### src/rtl/dctag_pkg.sv
package dctag_pkg;
  localparam int TAG_HI_W  = 32;
  localparam int TAG_LO_W  = 64;
  localparam int IDX_W     = 13;
  localparam int PA_W      = 40;
  localparam int WAYS      = 4;
  localparam int WAY_W     = $clog2(WAYS);
  localparam int LRU_W     = WAYS * WAY_W;

  localparam int ST_LSB    = 25;
  localparam int ST_W      = 5;
  localparam int LRU_LSB   = 14;

  localparam int PT1_HI    = 39;
  localparam int PT1_LO    = 26;
  localparam int PT1_CHK   = 11;
  localparam int PT0_HI    = 25;
  localparam int PT0_LO    = 13;
  localparam int PT0_CHK   = 10;

  typedef enum logic [2:0] {
    LS_INVALID     = 3'd0,
    LS_COH_SHARED  = 3'd1,
    LS_NC_EX_CLEAN = 3'd2,
    LS_NC_EX_DIRTY = 3'd3,
    LS_CO_EX_CLEAN = 3'd4,
    LS_CO_EX_DIRTY = 3'd5,
    LS_ILLEGAL     = 3'd7
  } line_state_e;
endpackage

### src/rtl/dctag_state_decode.sv
module dctag_state_decode
  import dctag_pkg::*;
#(
  parameter int CODE_W = ST_W
) (
  input  logic [CODE_W-1:0] code,
  output line_state_e       state,
  output logic              legal
);
  always_comb begin
    legal = 1'b1;
    case (code)
      CODE_W'(5'h0F): state = LS_COH_SHARED;
      CODE_W'(5'h13): state = LS_NC_EX_CLEAN;
      CODE_W'(5'h19): state = LS_NC_EX_DIRTY;
      CODE_W'(5'h16): state = LS_CO_EX_CLEAN;
      CODE_W'(5'h1C): state = LS_CO_EX_DIRTY;
      CODE_W'(5'h00): begin state = LS_INVALID; legal = 1'b0; end
      default:        begin state = LS_ILLEGAL; legal = 1'b0; end
    endcase
  end
endmodule

### config.mk
export PLATFORM = sky130hd
export DESIGN_NAME = dctag_state_decode
export DESIGN_NICKNAME = d
export VERILOG_FILES = /design/src/rtl/dctag_pkg.sv /design/src/rtl/dctag_state_decode.sv
export SDC_FILE = /design/constraint.sdc
export NUM_CORES = 1
export LEC_CHECK = 0
export ABC_AREA = 1
export BUFFER_PORTS_ARGS = -buffer_cell sky130_fd_sc_hd__buf_4
export CAP_MARGIN = 10
export CORE_AREA = 5 5 42 44
export DETAILED_ROUTE_END_ITERATION = 10
export DIE_AREA = 0 0 47 49
export GPL_TIMING_DRIVEN = 0
export SKIP_LAST_GASP = 1
export SLEW_MARGIN = 30
export SYNTH_ARGS = -nofsm -noshare
export SYNTH_HDL_FRONTEND = slang
export SYNTH_SLANG_ARGS = --single-unit
### constraint.sdc
create_clock -name vclk -period 0.8
set_input_delay 0.04 -clock vclk [all_inputs]
set_output_delay 0.04 -clock vclk [all_outputs]
set_load 0.1 [all_outputs]
# Word level (Yosys, flattened, before mapping)
# Cells that the tools add are included.
# totals
reg_bits	0
input_bits	5
output_inout_bits	4
wordCells	9
# classes
n_eq_ne	5
n_mux	2
n_reduce_logical	2
# op_table
operator	n
5-bit == test, second input constant	4
3-bit case mux with 6 select lines	1
5-bit by 4-bit == test with 1-bit output, second input constant	1
5-bit zero test	1
5-bit OR reduction	1
1-bit 2-to-1 mux	1

# Longest topological paths before layout
# Gate-level depths: netlist of run 1.
# logic_depth
word_depth	3
mapped_depth	7
depth_no_buf	7

# Worst setup path after synthesis of run 1
# No wires, ideal clock.
# synth_timing
path_kind	input port to output port
startpoint	input code[1]
endpoint	output legal
arrival_time_ps	1169
required_time_ps	760
path_slack_ps	-409
cell_stages	5
path_cell_list	nor2_1 > nand2_1 > nor2_1 > nor2_1 > nand3b_1
# synth_between
elab_chain_cells	3
# synth_rtl
element	line	source
start, declared	dctag_state_decode.sv:6	input logic [CODE_W-1:0] code,
5-bit == test / 5-bit by 4-bit == test with 1-bit output (equally long branches)	dctag_state_decode.sv:12	case (code)
5-bit OR reduction (no source line) (*)	-	
1-bit 2-to-1 mux (*)	dctag_state_decode.sv:12	
end, declared	dctag_state_decode.sv:8	output logic legal
# Mark *: on every way between the ends. The rest lies on a longest branch, timed or not.

# Worst setup path in the final report of run 1
# layout_timing
startpoint	input code[3]
endpoint	output state[1]
# layout_between
elab_chain_cells	2
# layout_rtl
element	line	source
5-bit == test, or another cell as far along	dctag_state_decode.sv:12	
3-bit case mux with 6 select lines (*)	dctag_state_decode.sv:12	
end, declared	dctag_state_decode.sv:7	output line_state_e state,
# Marked as above.

==> flow_summary.ini, run 1 <==
[worst_setup_path]
cpMostUsedCell = buf_12
critPathMaxFanout = 5
worst_setup_path_end_kind = output pin
timing.critical_path.cells = buf_12 > clkinv_8 > nand2_4 > nor3_4 > nor2_2 > nand3_2 > nand2_2 > buf_12
worst-endpoint-arrival_ns = 0.86
setup.worst_path.start_class = input pin
cp_top_family = simple AND/OR/NAND/NOR gates
critical-path-slowest-cell = nor3_4
worst_ep_required_time_ns = 0.76
criticalPathCategory = input pin to output pin
cp_slowest_stage_delay_ns = 0.23
crit_buf_inv = 3

[finish]
commonest_cells_after_routing_fill_and_taps_aside = nand2_1, nor2_2, nand2_2, buf_12, nand3_2
share_of_layout_cells_above_drive_strength_1_pct = 70.5
clock_buffer_count = 0
antenna_cells = 0
stdcell_area_um2 = 392
final_util_pct = 27.9
layout.area.seq_um2 = 0
finalNonFillerCells = 60
flow.area_growth_from_synthesis_pct = 148
layout.nets = 51
flops_and_latches = 0

[detailed_routing]
vias = 245
drcViolationCount = 0
antenna_left = 0
detailedRoute.firstIterationViolations = 1
ratio_of_routed_vias_to_standard_cells = 4.08
postRouteWirelength_um = 518
wire_per_inst_um = 8.63
router_iterations_before_antenna_repair = 2

[timing]
setup_total_neg_slack_ns = -0.386
finalCritPeriodShare_pct = 112
timing.final.crit_period_ns = 0.898
grt_setup_unrepaired = true
worstMarginPinSlew_ns = 0.208
max_slew_margin_pct = 86.0
hold_viol = 0
setup_slack_ns = -0.0979
max_clock_freq_ghz = 1.11
final_max_slew_viol_count = 0
report.final.setup_viol = 4

[grt]
antenna_violations_before_repair = 0
track_usage_pct = 4.64
grt-ovfl-total = 0
number_of_global_route_vias_before_repair = 224
grt_start_max_net_pins = 6
grt_pass1_wl_um = 862

[yosys]
post-synth-top-area-cell = nand2_1
postSynthAreaPerCell_um2 = 4.50
synth_area_um2 = 158
synth_sequential_area_ratio_pct = 0
synth_cell_types = 10
post_synth_inst_count = 35
syn_nets = 40
synth.yosys.warnings = 0
yosys_top_cell_area_share_pct = 31.0
synth.top_cells.by_area = nand2_1, nor2_1, nand3_1

[status]
failed_checks = negative setup slack
status = finished, violations left

[place]
dp_hpwl_um = 430
routabilityCongestion = 0.674
io_buffers = 9
placed_cell_area_um2 = 268
dpl.cell_count = 60

[pwr]
report.power.total_mw = 0.374
combPwrFrac_pct = 100.0
powerDensity_nw_per_um2 = 956
seq_power_share_pct = 0
vdd_ir_drop_max_mv = 0.212
p_leak_nw = 0.178
power.switching_mw = 0.240
share_clk_of_total_power_pct = 0
power_switching_share_pct = 64.0
internal_power_mw = 0.135

[floorplan]
initial_core_util_pct = 11.2
num_rows = 14
die_w_um = 47
io_pins = 9
core_area_um2 = 1400
die_height_um = 49
dieArea_um2 = 2300

[clock_network]
post-cts-setup-buffers = 0

[job]
maxCapViolCount = 0

[worst_hold_path]
min_path_type = input pin to output pin
==> power groups by stage <==
stage	Combinational, mW	Sequential, mW	Clock (mW)
2_1_floorplan	0.203	0	0
3_3_place_gp	0.276	0	0
3_5_place_dp	0.279	0	0
4_1_cts	0.367	0	0
5_1_grt	0.391	0	0
6_report	0.374	0	0
==> path summary, 6_finish.rpt <==
kind	from	to	slack, ns	depth (start not counted)
max	code[3]	state[1]	-0.1	8
min	code[0]	state[2]	0.59	5
==> what timing repair did <==
| item | in CTS | in global routing |
|---|---|---|
| gates resized for setup | 29 | 4 |
| endpoints found under the hold margin | 0 | 0 |
| endpoints found under the setup margin | 4 | 4 |
| pin swaps | 10 | 6 |
| hold buffers | 0 | 0 |
==> layer usage <==
metal  GRT usage (%)  up-vias  wire length [um]
li1                -      127                 -
met1            5.46      116               176
met2            8.82        2               316
met3           0.738        0                25
met4               0        0                 0
met5               0        -                 0
==> synth_stat cells, drive strengths merged <==
cell type	count
inv	5
nand2	13
nand3	4
nand3b	1
nor2	10
nor3	2
==> cell families after synthesis <==
logic type             after synthesis  synth area share, %
AND/OR/NAND/NOR                     30                 88.1
buffers and inverters                5                 11.9
==> through the flow <==
| step | setup slack (ns) | hold WS, ns |
|---|---|---|
| 2_1_floorplan | -0.328 | 0.564 |
| 3_3_place_gp | -0.181 | 0.675 |
| 3_5_place_dp | -0.186 | 0.695 |
| 4_1_cts | -0.118 | 0.598 |
| 5_1_grt | -0.154 | 0.618 |
| 6_report | -0.0979 | 0.591 |
==> cell type report <==
| type | count | area (um2) |
|---|---|---|
| inverter | 5 | 31.3 |
| fill | 162 | 1010 |
| timing repair buffer | 9 | 138 |
| multi-input combinational | 30 | 203 |
| tap | 16 | 20.0 |
Note: power is estimated with default switching activity, not from simulation.
==> run 2, diff against run 1 <==
--- a/config.mk
+++ b/config.mk
@@ -8,9 +8,9 @@
 export ABC_AREA = 1
 export BUFFER_PORTS_ARGS = -buffer_cell sky130_fd_sc_hd__buf_4
 export CAP_MARGIN = 10
-export CORE_AREA = 5 5 42 44
+export CORE_AREA = 4 4 41 43
 export DETAILED_ROUTE_END_ITERATION = 10
-export DIE_AREA = 0 0 47 49
+export DIE_AREA = 0 0 45 47
 export GPL_TIMING_DRIVEN = 0
 export SKIP_LAST_GASP = 1
 export SLEW_MARGIN = 30
==> run 2 against run 1 <==
- the flow still finishes with violations (negative setup slack)
- core utilization is 6.3 points higher
- non-clock buffer count unchanged
- cell count fell by 1.7%
- first-iteration DRC count fell by 100%
- sequential share of layout area unchanged
- routed wire length up 1.7%
- critical path type unchanged
- largest power group unchanged
- highest routed layer unchanged
==> flow_summary.ini, run 2 (synthesis results as in run 1) <==
[status]
status = finished, violations left
failed_checks = negative setup slack

[detailed_routing]
antenna_left = 0
postRouteWirelength_um = 527
drcViolationCount = 0
detailedRoute.firstIterationViolations = 0
wire_per_inst_um = 8.93
ratio_of_routed_vias_to_standard_cells = 4.19
router_iterations_before_antenna_repair = 1
vias = 247

[timing]
timing.final.crit_period_ns = 0.896
hold_viol = 0
report.final.setup_viol = 4
grt_setup_unrepaired = true
setup_slack_ns = -0.0964
max_clock_freq_ghz = 1.12
final_max_slew_viol_count = 0
max_slew_margin_pct = 88.3
finalCritPeriodShare_pct = 112
finalHoldWorstSlack_ns = 0.578
worstMarginPinSlew_ns = 0.175

[grt]
grt_pass1_wl_um = 786
antenna_violations_before_repair = 0
track_usage_pct = 4.49
grt_start_max_net_pins = 6
grt-ovfl-total = 0
number_of_global_route_vias_before_repair = 211

[pwr]
powerDensity_nw_per_um2 = 906
report.power.total_mw = 0.403
vdd_ir_drop_max_mv = 0.240
power_switching_share_pct = 62.7
internal_power_mw = 0.151
share_clk_of_total_power_pct = 0
p_leak_nw = 0.201
power.switching_mw = 0.253
seq_power_share_pct = 0
combPwrFrac_pct = 100.0

[floorplan]
die_w_um = 45
io_pins = 9
dieArea_um2 = 2120
num_rows = 13
initial_core_util_pct = 12.1
core_area_um2 = 1300
die_height_um = 47

[finish]
filler_cell_count = 138
layout.nets = 51
flow.area_growth_from_synthesis_pct = 183
layout.area.seq_um2 = 0
share_of_layout_cells_above_drive_strength_1_pct = 86.4
clock_buffer_count = 0
commonest_cells_after_routing_fill_and_taps_aside = buf_12, nand2_2, nor2_2
antenna_cells = 0
layout_commonest_cell = buf_12
flops_and_latches = 0
finalNonFillerCells = 59
multi_input_area_um2 = 245

[place]
dpl.cell_count = 59
place_ws_ns = -0.188
routabilityCongestion = 0.761
io_buffers = 9
dp_hpwl_um = 406

[worst_setup_path]
worst-endpoint-arrival_ns = 0.86
worst_setup_path_end_kind = output pin
critPathMaxFanout = 5
criticalPathCategory = input pin to output pin
worst_ep_required_time_ns = 0.76
setup.worst_path.start_class = input pin

[worst_hold_path]
min_path_type = input pin to output pin

[clock_network]
post-cts-setup-buffers = 0

[job]
maxCapViolCount = 0
## run 2: layer usage
layer  vias up  track usage [%]  wire [um]
li1        127                -          -
met1       116             5.86        203
met2         4             8.76        300
met3         0                0         23
met4         0                0          0
met5         -                0          0
## run 2: per-stage QoR
stage | utilization [%] | setup TNS (ns) | area [um2]
finish | 34.2 | -0.354 | 445
detailed placement | 20.5 | -0.726 | 267
global route | 34.2 | -0.551 | 445
floorplan | - | -0.973 | 180
CTS | 28.7 | -0.388 | 373
global placement | 20.5 | -0.652 | 267
## run 2: area by class of cell
class | count | area share, %
Timing Repair Buffer | 9 | 35.4
Multi-Input combinational cell | 30 | 55.1
Tap cell | 15 | 4.21
Inverter | 5 | 5.34
## run 2: path summary, 6_finish.rpt
check | start | endpoint | slack (ns) | cells past startpoint
worst max-delay path | code[1] | state[0] | -0.1 | 8
worst min-delay path | code[0] | state[2] | 0.58 | 5
## run 2: power by group through the flow
| stage | sequential, mW | combinational [mW] | clock (mW) |
|---|---|---|---|
| finish | 0 | 0.403 | 0 |
| detailed placement | 0 | 0.279 | 0 |
| global placement | 0 | 0.277 | 0 |
| CTS | 0 | 0.367 | 0 |
| floorplan | 0 | 0.203 | 0 |
| global route | 0 | 0.419 | 0 |
## run 2: repair_timing
item,CTS,global route
gates resized for setup,30,18
hold buffers,0,0
setup endpoints to repair,4,4
pin swaps,8,15
endpoints found under the hold margin,0,0
## run 2: critical path: stages
cell and delay [ns]:
buf_12 0.11, inv_2 0.04, nand3_2 0.07, nor2_4 0.16, nor2_2 0.06, nand3_2 0.11
nand2_2 0.08, buf_12 0.17
